==> src/rtl/spirb_pkg.sv <==
package spirb_pkg;
   localparam int BYTE_W = 8;
   localparam int ADDR_W = BYTE_W - 2;

   typedef enum logic [1:0] {
      ST_IDLE,
      ST_CMD,
      ST_DATA
   } spirb_state_e;

   typedef struct packed {
      logic              rd;
      logic              buf_sel;
      logic [ADDR_W-1:0] addr;
   } spirb_cmd_t;
endpackage

==> src/rtl/spirb_sync.sv <==
module spirb_sync #(
   parameter int STAGES = 2
) (
   input  logic clk,
   input  logic rst_n,
   input  logic sclk_i,
   input  logic csn_i,
   input  logic mosi_i,
   output logic sclk_rise,
   output logic sclk_fall,
   output logic cs_act,
   output logic cs_start,
   output logic mosi_s
);
   generate
      if (STAGES < 2) begin : g_bad_stages
         $error("spirb_sync: STAGES must be at least 2");
      end
   endgenerate

   logic [STAGES-1:0] sclk_q, csn_q, mosi_q;
   logic              sclk_prev, act_prev;

   always_ff @(posedge clk or negedge rst_n) begin
      if (!rst_n) begin
         sclk_q    <= '0;
         csn_q     <= '1;
         mosi_q    <= '0;
         sclk_prev <= 1'b0;
         act_prev  <= 1'b0;
      end else begin
         sclk_q    <= {sclk_q[STAGES-2:0], sclk_i};
         csn_q     <= {csn_q[STAGES-2:0], csn_i};
         mosi_q    <= {mosi_q[STAGES-2:0], mosi_i};
         sclk_prev <= sclk_q[STAGES-1];
         act_prev  <= ~csn_q[STAGES-1];
      end
   end

   assign cs_act    = ~csn_q[STAGES-1];
   assign cs_start  = cs_act & ~act_prev;
   assign sclk_rise = sclk_q[STAGES-1] & ~sclk_prev;
   assign sclk_fall = ~sclk_q[STAGES-1] & sclk_prev;
   assign mosi_s    = mosi_q[STAGES-1];
endmodule

==> src/rtl/spirb_shifter.sv <==
module spirb_shifter
   import spirb_pkg::*;
#(
   parameter int CNT_W = $clog2(BYTE_W)
) (
   input  logic              clk,
   input  logic              rst_n,
   input  logic              cs_act,
   input  logic              cs_start,
   input  logic              sclk_rise,
   input  logic              sclk_fall,
   input  logic              mosi_s,
   input  logic [BYTE_W-1:0] status_byte,
   input  logic [BYTE_W-1:0] next_tx,
   output logic              miso_bit,
   output logic              byte_done,
   output logic [BYTE_W-1:0] rx_byte,
   output logic [CNT_W-1:0]  bit_cnt
);
   localparam logic [CNT_W-1:0] LAST_BIT = CNT_W'(BYTE_W - 1);

   generate
      if ((1 << CNT_W) < BYTE_W) begin : g_bad_cnt
         $error("spirb_shifter: CNT_W too small for BYTE_W");
      end
   endgenerate

   logic [BYTE_W-1:0] rx_sr, tx_sr;

   always_ff @(posedge clk or negedge rst_n) begin
      if (!rst_n) begin
         bit_cnt   <= '0;
         rx_sr     <= '0;
         tx_sr     <= '0;
         rx_byte   <= '0;
         byte_done <= 1'b0;
      end else begin
         byte_done <= 1'b0;
         if (!cs_act) begin
            bit_cnt <= '0;
            tx_sr   <= '0;
         end else if (cs_start) begin
            bit_cnt <= '0;
            rx_sr   <= '0;
            tx_sr   <= status_byte;
         end else begin
            if (sclk_rise) begin
               rx_sr <= {rx_sr[BYTE_W-2:0], mosi_s};
               if (bit_cnt == LAST_BIT) begin
                  bit_cnt   <= '0;
                  byte_done <= 1'b1;
                  rx_byte   <= {rx_sr[BYTE_W-2:0], mosi_s};
               end else begin
                  bit_cnt <= bit_cnt + 1'b1;
               end
            end
            if (sclk_fall) begin
               if (bit_cnt == '0) tx_sr <= next_tx;
               else               tx_sr <= {tx_sr[BYTE_W-2:0], 1'b0};
            end
         end
      end
   end

   assign miso_bit = tx_sr[BYTE_W-1];
endmodule

==> src/rtl/spirb_pktram.sv <==
module spirb_pktram #(
   parameter int AW = 7,
   parameter int DW = 8
) (
   input  logic          clk,
   input  logic          we,
   input  logic [AW-1:0] waddr,
   input  logic [DW-1:0] wdata,
   input  logic [AW-1:0] raddr,
   output logic [DW-1:0] rdata
);
   localparam int DEPTH = 1 << AW;

   generate
      if (AW < 1 || AW > 10) begin : g_bad_aw
         $error("spirb_pktram: AW out of range");
      end
   endgenerate

   logic [DW-1:0] mem [DEPTH];

   always_ff @(posedge clk) begin
      if (we) mem[waddr] <= wdata;
   end

   assign rdata = mem[raddr];
endmodule

==> src/rtl/spirb_slave.sv <==
module spirb_slave
   import spirb_pkg::*;
#(
   parameter int              IND_AW      = 6,
   parameter int              BUF_AW      = 7,
   parameter int              SYNC_STAGES = 2,
   parameter logic [ADDR_W-1:0] IDX_ADDR  = 6'h3E,
   parameter logic [ADDR_W-1:0] DATA_ADDR = 6'h3F
) (
   input  logic              clk,
   input  logic              rst_n,
   input  logic              spi_sclk,
   input  logic              spi_csn,
   input  logic              spi_mosi,
   output logic              spi_miso,
   input  logic [BYTE_W-1:0] irq_status
);
   localparam int DIR_DEPTH = 1 << ADDR_W;
   localparam int IND_DEPTH = 1 << IND_AW;
   localparam int CNT_W     = $clog2(BYTE_W);

   generate
      if (IND_AW < 1 || IND_AW > BYTE_W) begin : g_bad_ind
         $error("spirb_slave: IND_AW must be 1..BYTE_W");
      end
      if (IDX_ADDR == DATA_ADDR) begin : g_bad_map
         $error("spirb_slave: index and data addresses must differ");
      end
   endgenerate

   logic              sclk_rise, sclk_fall, cs_act, cs_start, mosi_s;
   logic              byte_done;
   logic [BYTE_W-1:0] rx_byte, next_tx, rd_data, ram_rdata;
   logic [CNT_W-1:0]  bit_cnt;

   spirb_state_e      state;
   logic              cmd_rd, cmd_buf;
   logic [ADDR_W-1:0] reg_ptr;
   logic [BUF_AW-1:0] buf_ptr;
   logic [IND_AW-1:0] ind_idx;
   logic [BYTE_W-1:0] dir_mem [DIR_DEPTH];
   logic [BYTE_W-1:0] ind_mem [IND_DEPTH];
   spirb_cmd_t        cmd_in;
   logic              in_data, wr_en, buf_we;

   spirb_sync #(.STAGES(SYNC_STAGES)) u_sync (
      .clk      (clk),
      .rst_n    (rst_n),
      .sclk_i   (spi_sclk),
      .csn_i    (spi_csn),
      .mosi_i   (spi_mosi),
      .sclk_rise(sclk_rise),
      .sclk_fall(sclk_fall),
      .cs_act   (cs_act),
      .cs_start (cs_start),
      .mosi_s   (mosi_s)
   );

   spirb_shifter #(.CNT_W(CNT_W)) u_shift (
      .clk        (clk),
      .rst_n      (rst_n),
      .cs_act     (cs_act),
      .cs_start   (cs_start),
      .sclk_rise  (sclk_rise),
      .sclk_fall  (sclk_fall),
      .mosi_s     (mosi_s),
      .status_byte(irq_status),
      .next_tx    (next_tx),
      .miso_bit   (spi_miso),
      .byte_done  (byte_done),
      .rx_byte    (rx_byte),
      .bit_cnt    (bit_cnt)
   );

   spirb_pktram #(.AW(BUF_AW), .DW(BYTE_W)) u_ram (
      .clk  (clk),
      .we   (buf_we),
      .waddr(buf_ptr),
      .wdata(rx_byte),
      .raddr(buf_ptr),
      .rdata(ram_rdata)
   );

   assign cmd_in  = spirb_cmd_t'(rx_byte);
   assign in_data = (state == ST_DATA);
   assign wr_en   = byte_done & in_data & ~cmd_rd;
   assign buf_we  = wr_en & cmd_buf;

   always_comb begin
      if (cmd_buf)                   rd_data = ram_rdata;
      else if (reg_ptr == IDX_ADDR)  rd_data = BYTE_W'(ind_idx);
      else if (reg_ptr == DATA_ADDR) rd_data = ind_mem[ind_idx];
      else                           rd_data = dir_mem[reg_ptr];
      next_tx = (in_data && cmd_rd) ? rd_data : '0;
   end

   always_ff @(posedge clk or negedge rst_n) begin
      if (!rst_n) begin
         state   <= ST_IDLE;
         cmd_rd  <= 1'b0;
         cmd_buf <= 1'b0;
         reg_ptr <= '0;
         buf_ptr <= '0;
         ind_idx <= '0;
         for (int i = 0; i < DIR_DEPTH; i++) dir_mem[i] <= '0;
         for (int i = 0; i < IND_DEPTH; i++) ind_mem[i] <= '0;
      end else if (!cs_act) begin
         state <= ST_IDLE;
      end else if (cs_start) begin
         state <= ST_CMD;
      end else if (byte_done) begin
         if (state == ST_CMD) begin
            cmd_rd  <= cmd_in.rd;
            cmd_buf <= cmd_in.buf_sel;
            reg_ptr <= cmd_in.addr;
            buf_ptr <= '0;
            state   <= ST_DATA;
         end else if (state == ST_DATA) begin
            if (!cmd_rd && !cmd_buf) begin
               if (reg_ptr == IDX_ADDR)       ind_idx <= rx_byte[IND_AW-1:0];
               else if (reg_ptr == DATA_ADDR) ind_mem[ind_idx] <= rx_byte;
               else                           dir_mem[reg_ptr] <= rx_byte;
            end
            if (cmd_buf)                   buf_ptr <= buf_ptr + 1'b1;
            else if (reg_ptr == DATA_ADDR) ind_idx <= ind_idx + 1'b1;
            else                           reg_ptr <= reg_ptr + 1'b1;
         end
      end
   end
endmodule

==> config.mk <==
export PLATFORM = sky130hd
export DESIGN_NAME = spirb_slave
export DESIGN_NICKNAME = d
export VERILOG_FILES = /design/src/rtl/spirb_pkg.sv /design/src/rtl/spirb_sync.sv /design/src/rtl/spirb_shifter.sv /design/src/rtl/spirb_pktram.sv /design/src/rtl/spirb_slave.sv
export SDC_FILE = /design/constraint.sdc
export NUM_CORES = 2
export LEC_CHECK = 0
export BUFFER_PORTS_ARGS = -buffer_cell sky130_fd_sc_hd__buf_4
export CAP_MARGIN = 20
export CORE_UTILIZATION = 60
export DETAILED_ROUTE_END_ITERATION = 7
export HOLD_SLACK_MARGIN = 0.03
export PLACE_DENSITY = 0.75
export SETUP_SLACK_MARGIN = 0.5
export SLEW_MARGIN = 25
export SYNTH_ARGS = -nofsm -noshare
export SYNTH_HDL_FRONTEND = slang
export SYNTH_SLANG_ARGS = --single-unit
==> constraint.sdc <==
create_clock -name clk -period 6.95 [get_ports clk]
set_clock_uncertainty 0.05 [all_clocks]
set_input_delay 1.39 -clock clk [delete_from_list [all_inputs] [get_ports clk]]
set_output_delay 1.39 -clock clk [all_outputs]
set_load 0.1 [all_outputs]
==> out/qor.yml <==
cts_tree: "built"
leakagePower_nw: 38.1
critical_path_arrival_ps: 5770
ctsRootBufferMaster: "sky130_fd_sc_hd__clkbuf_16"
clock.fmax_mhz: 195
endpoint_kind: "flip-flop"
worst_pin_slew_ps: 1250
ios: 14
dieArea_um2: 149000
clk_pin_slew_ps: 70
start_util_pct: 60.7
type_of_the_setup_path_with_the_least_slack: "flip-flop to flip-flop"
final_instance_area_um2: 98100
antenna_found_initial: 6
fraction_of_the_yosys_area_taken_by_sequential_cells_pct: 65.2
hold-worst-slack_ps: 305
hpwlAfterDp_um: 158000
final_min_period_over_clock_period_pct: 73.9
synth_area_leader_cell: "sky130_fd_sc_hd__edfxtp_1"
hold_depth: 0
area.growth.synth_to_final_pct: 10.6
total_core_area_um2: 146000
cpPeakStageDelay_ps: 1060
synthesis.area_um2: 88700
cts.sinks: 2106
asyncSetResetFlopFracSynth_pct: 51.4
synthesis.area_per_instance_um2: 14.8
power.ir.vdd_worst_mv: 0.257
ys_warnings: 0
gp_congestion: 1.02
setup_violations: 0
dr.first_iter.drc_count: 7379
grt_setup_unrepaired: "no"
routedWlPerCell_um: 32.3
max-clock-path-buffers: 3
power.density_nw_per_um2: 249
wirelength_um: 261000
worstPathMaxFanout: 41
global_route.usage.total_pct: 34.7
detailed_place.area_um2: 91100
number_of_enable_flip_flop_cells_after_synthesis: 1024
violated_checks: "design-rule violations"
reg2reg_from: "buf_ptr[2]"
floorplan.die.height_um: 387
buffer_ports.inserted: 13
per_cell_via_count_in_the_routed_design: 7.05
first_pass_grt_wire_length_um: 384000
ant_nets: 0
cts_htree_levels: 4
cts_repair_resize_count: 0
global_route.overflow_total: 0
site_row_count: 140
period_needed_ps: 5140
synth_cell_type_count: 88
slew_viol_final: 0
min_from: "u_sync.csn_q[0]"
synth_seq_cells: 2106
holdBufCountCts: 0
critical_path_depth: 9
critPathLaunchType: "flip-flop"
cts_post_setup_buffers_inserted: 0
status: "finished, violations left"
critical_path.cell_chain: "buf_4 -> and3b_2 -> buf_4 -> a221oi_1 -> o22ai_1 -> or4_1 -> nor4_1 -> buf_4 -> o41ai_1"
gate_count_of_the_mapped_netlist: 6012
worstSkewPairLatency_ps: 840
numCtsBuffers: 207
grt_max_degree: 194
hold_violations: 0
drv.max_cap_violation_count: 0
timing.reg2reg.setup_slack_ps: 1810
num-nets-final: 6020
synth_fp_nets: 6034
critical_path.top_delay_family: "simple AND/OR/NAND/NOR gates"
crit_buf_inv: 3
critical_path.slowest_cell: "sky130_fd_sc_hd__nor4_1"
maxSlewHeadroom_pct: 16.1
via_count_of_the_first_global_routing_pass: 56357
drc: 13
worstReg2RegEnd: "u_shift.tx_sr[1]"
final_util_pct: 67.1
yosys_most_used_dff: "sky130_fd_sc_hd__dfrtp_1"
post_layout_nonfiller_instances: 8083
worstPathRequired_ps: 7590
dr_total_vias: 56977
width_of_the_die_um: 387
r2r_cells: 9
worstHoldPathType: "flip-flop to flip-flop"
numPlacedInstances: 7698
fin_setup_tns_ps: 0
drive_gt1_share_pct: 30.0
detailedRoute.firstPassIterationCount: 8
min_to: "u_sync.csn_q[1]"
synth.top_cell.area_share_pct: 34.7
cp_common_cell: "sky130_fd_sc_hd__buf_4"
synth.area.top_cells: "sky130_fd_sc_hd__edfxtp_1 35%, sky130_fd_sc_hd__dfrtp_1 30%, sky130_fd_sc_hd__mux2_2 14%, sky130_fd_sc_hd__a221oi_1 1.9%, sky130_fd_sc_hd__a22oi_1 1.9%"
-- cells by family (layout without fill, tap and decap cells) --
group | Yosys count | in the layout | share of synthesized area (%)
mux | 1369 | 1369 | 18.0
fa+ha+maj | 9 | 9 | 0.127
xor+xnor | 2 | 2 | 0.0197
compound gates | 1204 | 1204 | 9.84
flops | 2106 | 2106 | 65.2
simple gates | 874 | 874 | 4.62
buf+inv | 448 | 598 | 2.18
other cells | 0 | 4 | 0
-- state kept, by name, summed over array words and instances, names as in the netlist, 2 cells and up --
name             count
u_shift.tx_sr        8
u_sync.sclk_q        2
buf_ptr              7
u_sync.csn_q         2
dir_mem            512
u_ram.mem         1024
ind_idx              6
state                2
u_sync.mosi_q        2
u_shift.rx_sr        7
reg_ptr              6
ind_mem            512
u_shift.rx_byte      8
u_shift.bit_cnt      3
-- cells in the mapped netlist, types with 64 or more instances --
cell type                     n
sky130_fd_sc_hd__o21ai_0    172
sky130_fd_sc_hd__a22o_1      74
sky130_fd_sc_hd__a22oi_1    222
sky130_fd_sc_hd__edfxtp_1  1024
sky130_fd_sc_hd__buf_2       86
sky130_fd_sc_hd__o22ai_1    108
sky130_fd_sc_hd__mux2i_1    158
sky130_fd_sc_hd__dfrtp_1   1080
sky130_fd_sc_hd__nand2_1    282
sky130_fd_sc_hd__mux4_2      69
sky130_fd_sc_hd__a21oi_1    134
sky130_fd_sc_hd__a221oi_1   191
sky130_fd_sc_hd__nand2_2     64
sky130_fd_sc_hd__nor2_1     303
sky130_fd_sc_hd__clkbuf_1   271
sky130_fd_sc_hd__mux2_2    1115
-- where the power goes --
group	total, mW	switching, mW	internal (mW)
Combinational	0.187	0.156	0.0314
Clock	11.2	4.77	6.44
Sequential	13.0	0.0128	13.0
Total	24.4	4.94	19.5
-- layout by cell type, fill, tap and decap left out, drive strengths merged, types with 28 or more instances in the layout --
master / Yosys / final
o22ai: 108 / 108
nor2b: 28 / 28
nor2: 314 / 314
o21ai: 173 / 173
o221ai: 37 / 37
edfxtp: 1024 / 1024
mux2: 1142 / 1142
dfrtp: 1080 / 1080
a22oi: 222 / 222
a31oi: 57 / 57
mux2i: 158 / 158
clkinv: 8 / 56
nand2: 347 / 347
mux4: 69 / 69
nor3: 30 / 30
clkbuf: 271 / 293
a21oi: 134 / 134
buf: 151 / 199
a221oi: 192 / 192
nand3: 29 / 29
a22o: 74 / 74
a221o: 39 / 39
-- routing by layer --
metal / track usage (%) / part of all wire, % / vias to the layer above
li1: - / - / 23251
met1: 46.7 / 38 / 29010
met2: 51.7 / 45 / 3815
met3: 9.32 / 11 / 889
met4: 18.9 / 6.3 / 12
met5: 0 / 0.053 / -
-- how the worst max path moves through the flow --
| stage | start | end | slack, ps |
|---|---|---|---|
| after CTS | ind_idx[0] | u_shift.tx_sr[3] | 2030 |
| final | buf_ptr[2] | u_shift.tx_sr[1] | 1810 |
| after detailed placement | ind_idx[0] | u_shift.tx_sr[3] | 2030 |
| after global placement | ind_idx[0] | u_shift.tx_sr[3] | 1920 |
| after floorplan | reg_ptr[0] | dir_mem[416] | 3400 |
| after global routing | buf_ptr[1] | u_shift.tx_sr[1] | 1860 |
-- cell type report --
type | count | area [µm²]
multi-input cells | 3458 | 29100
well taps | 1917 | 2400
repair buffers | 199 | 1860
inverters | 26 | 97.6
fillers | 9943 | 48200
diodes | 4 | 10.0
clock inverters | 80 | 797
flip-flops and latches | 2106 | 57900
clock buffers | 293 | 5960
-- per-stage QoR --
stage               setup slack [ps]  power (mW)
finish                          1810        24.4
floorplan                       3400        13.3
detailed placement              2030        13.4
global route                    1860        25.0
CTS                             2030        24.4
global placement                1920        13.4
(Power assumes the default switching activity.)
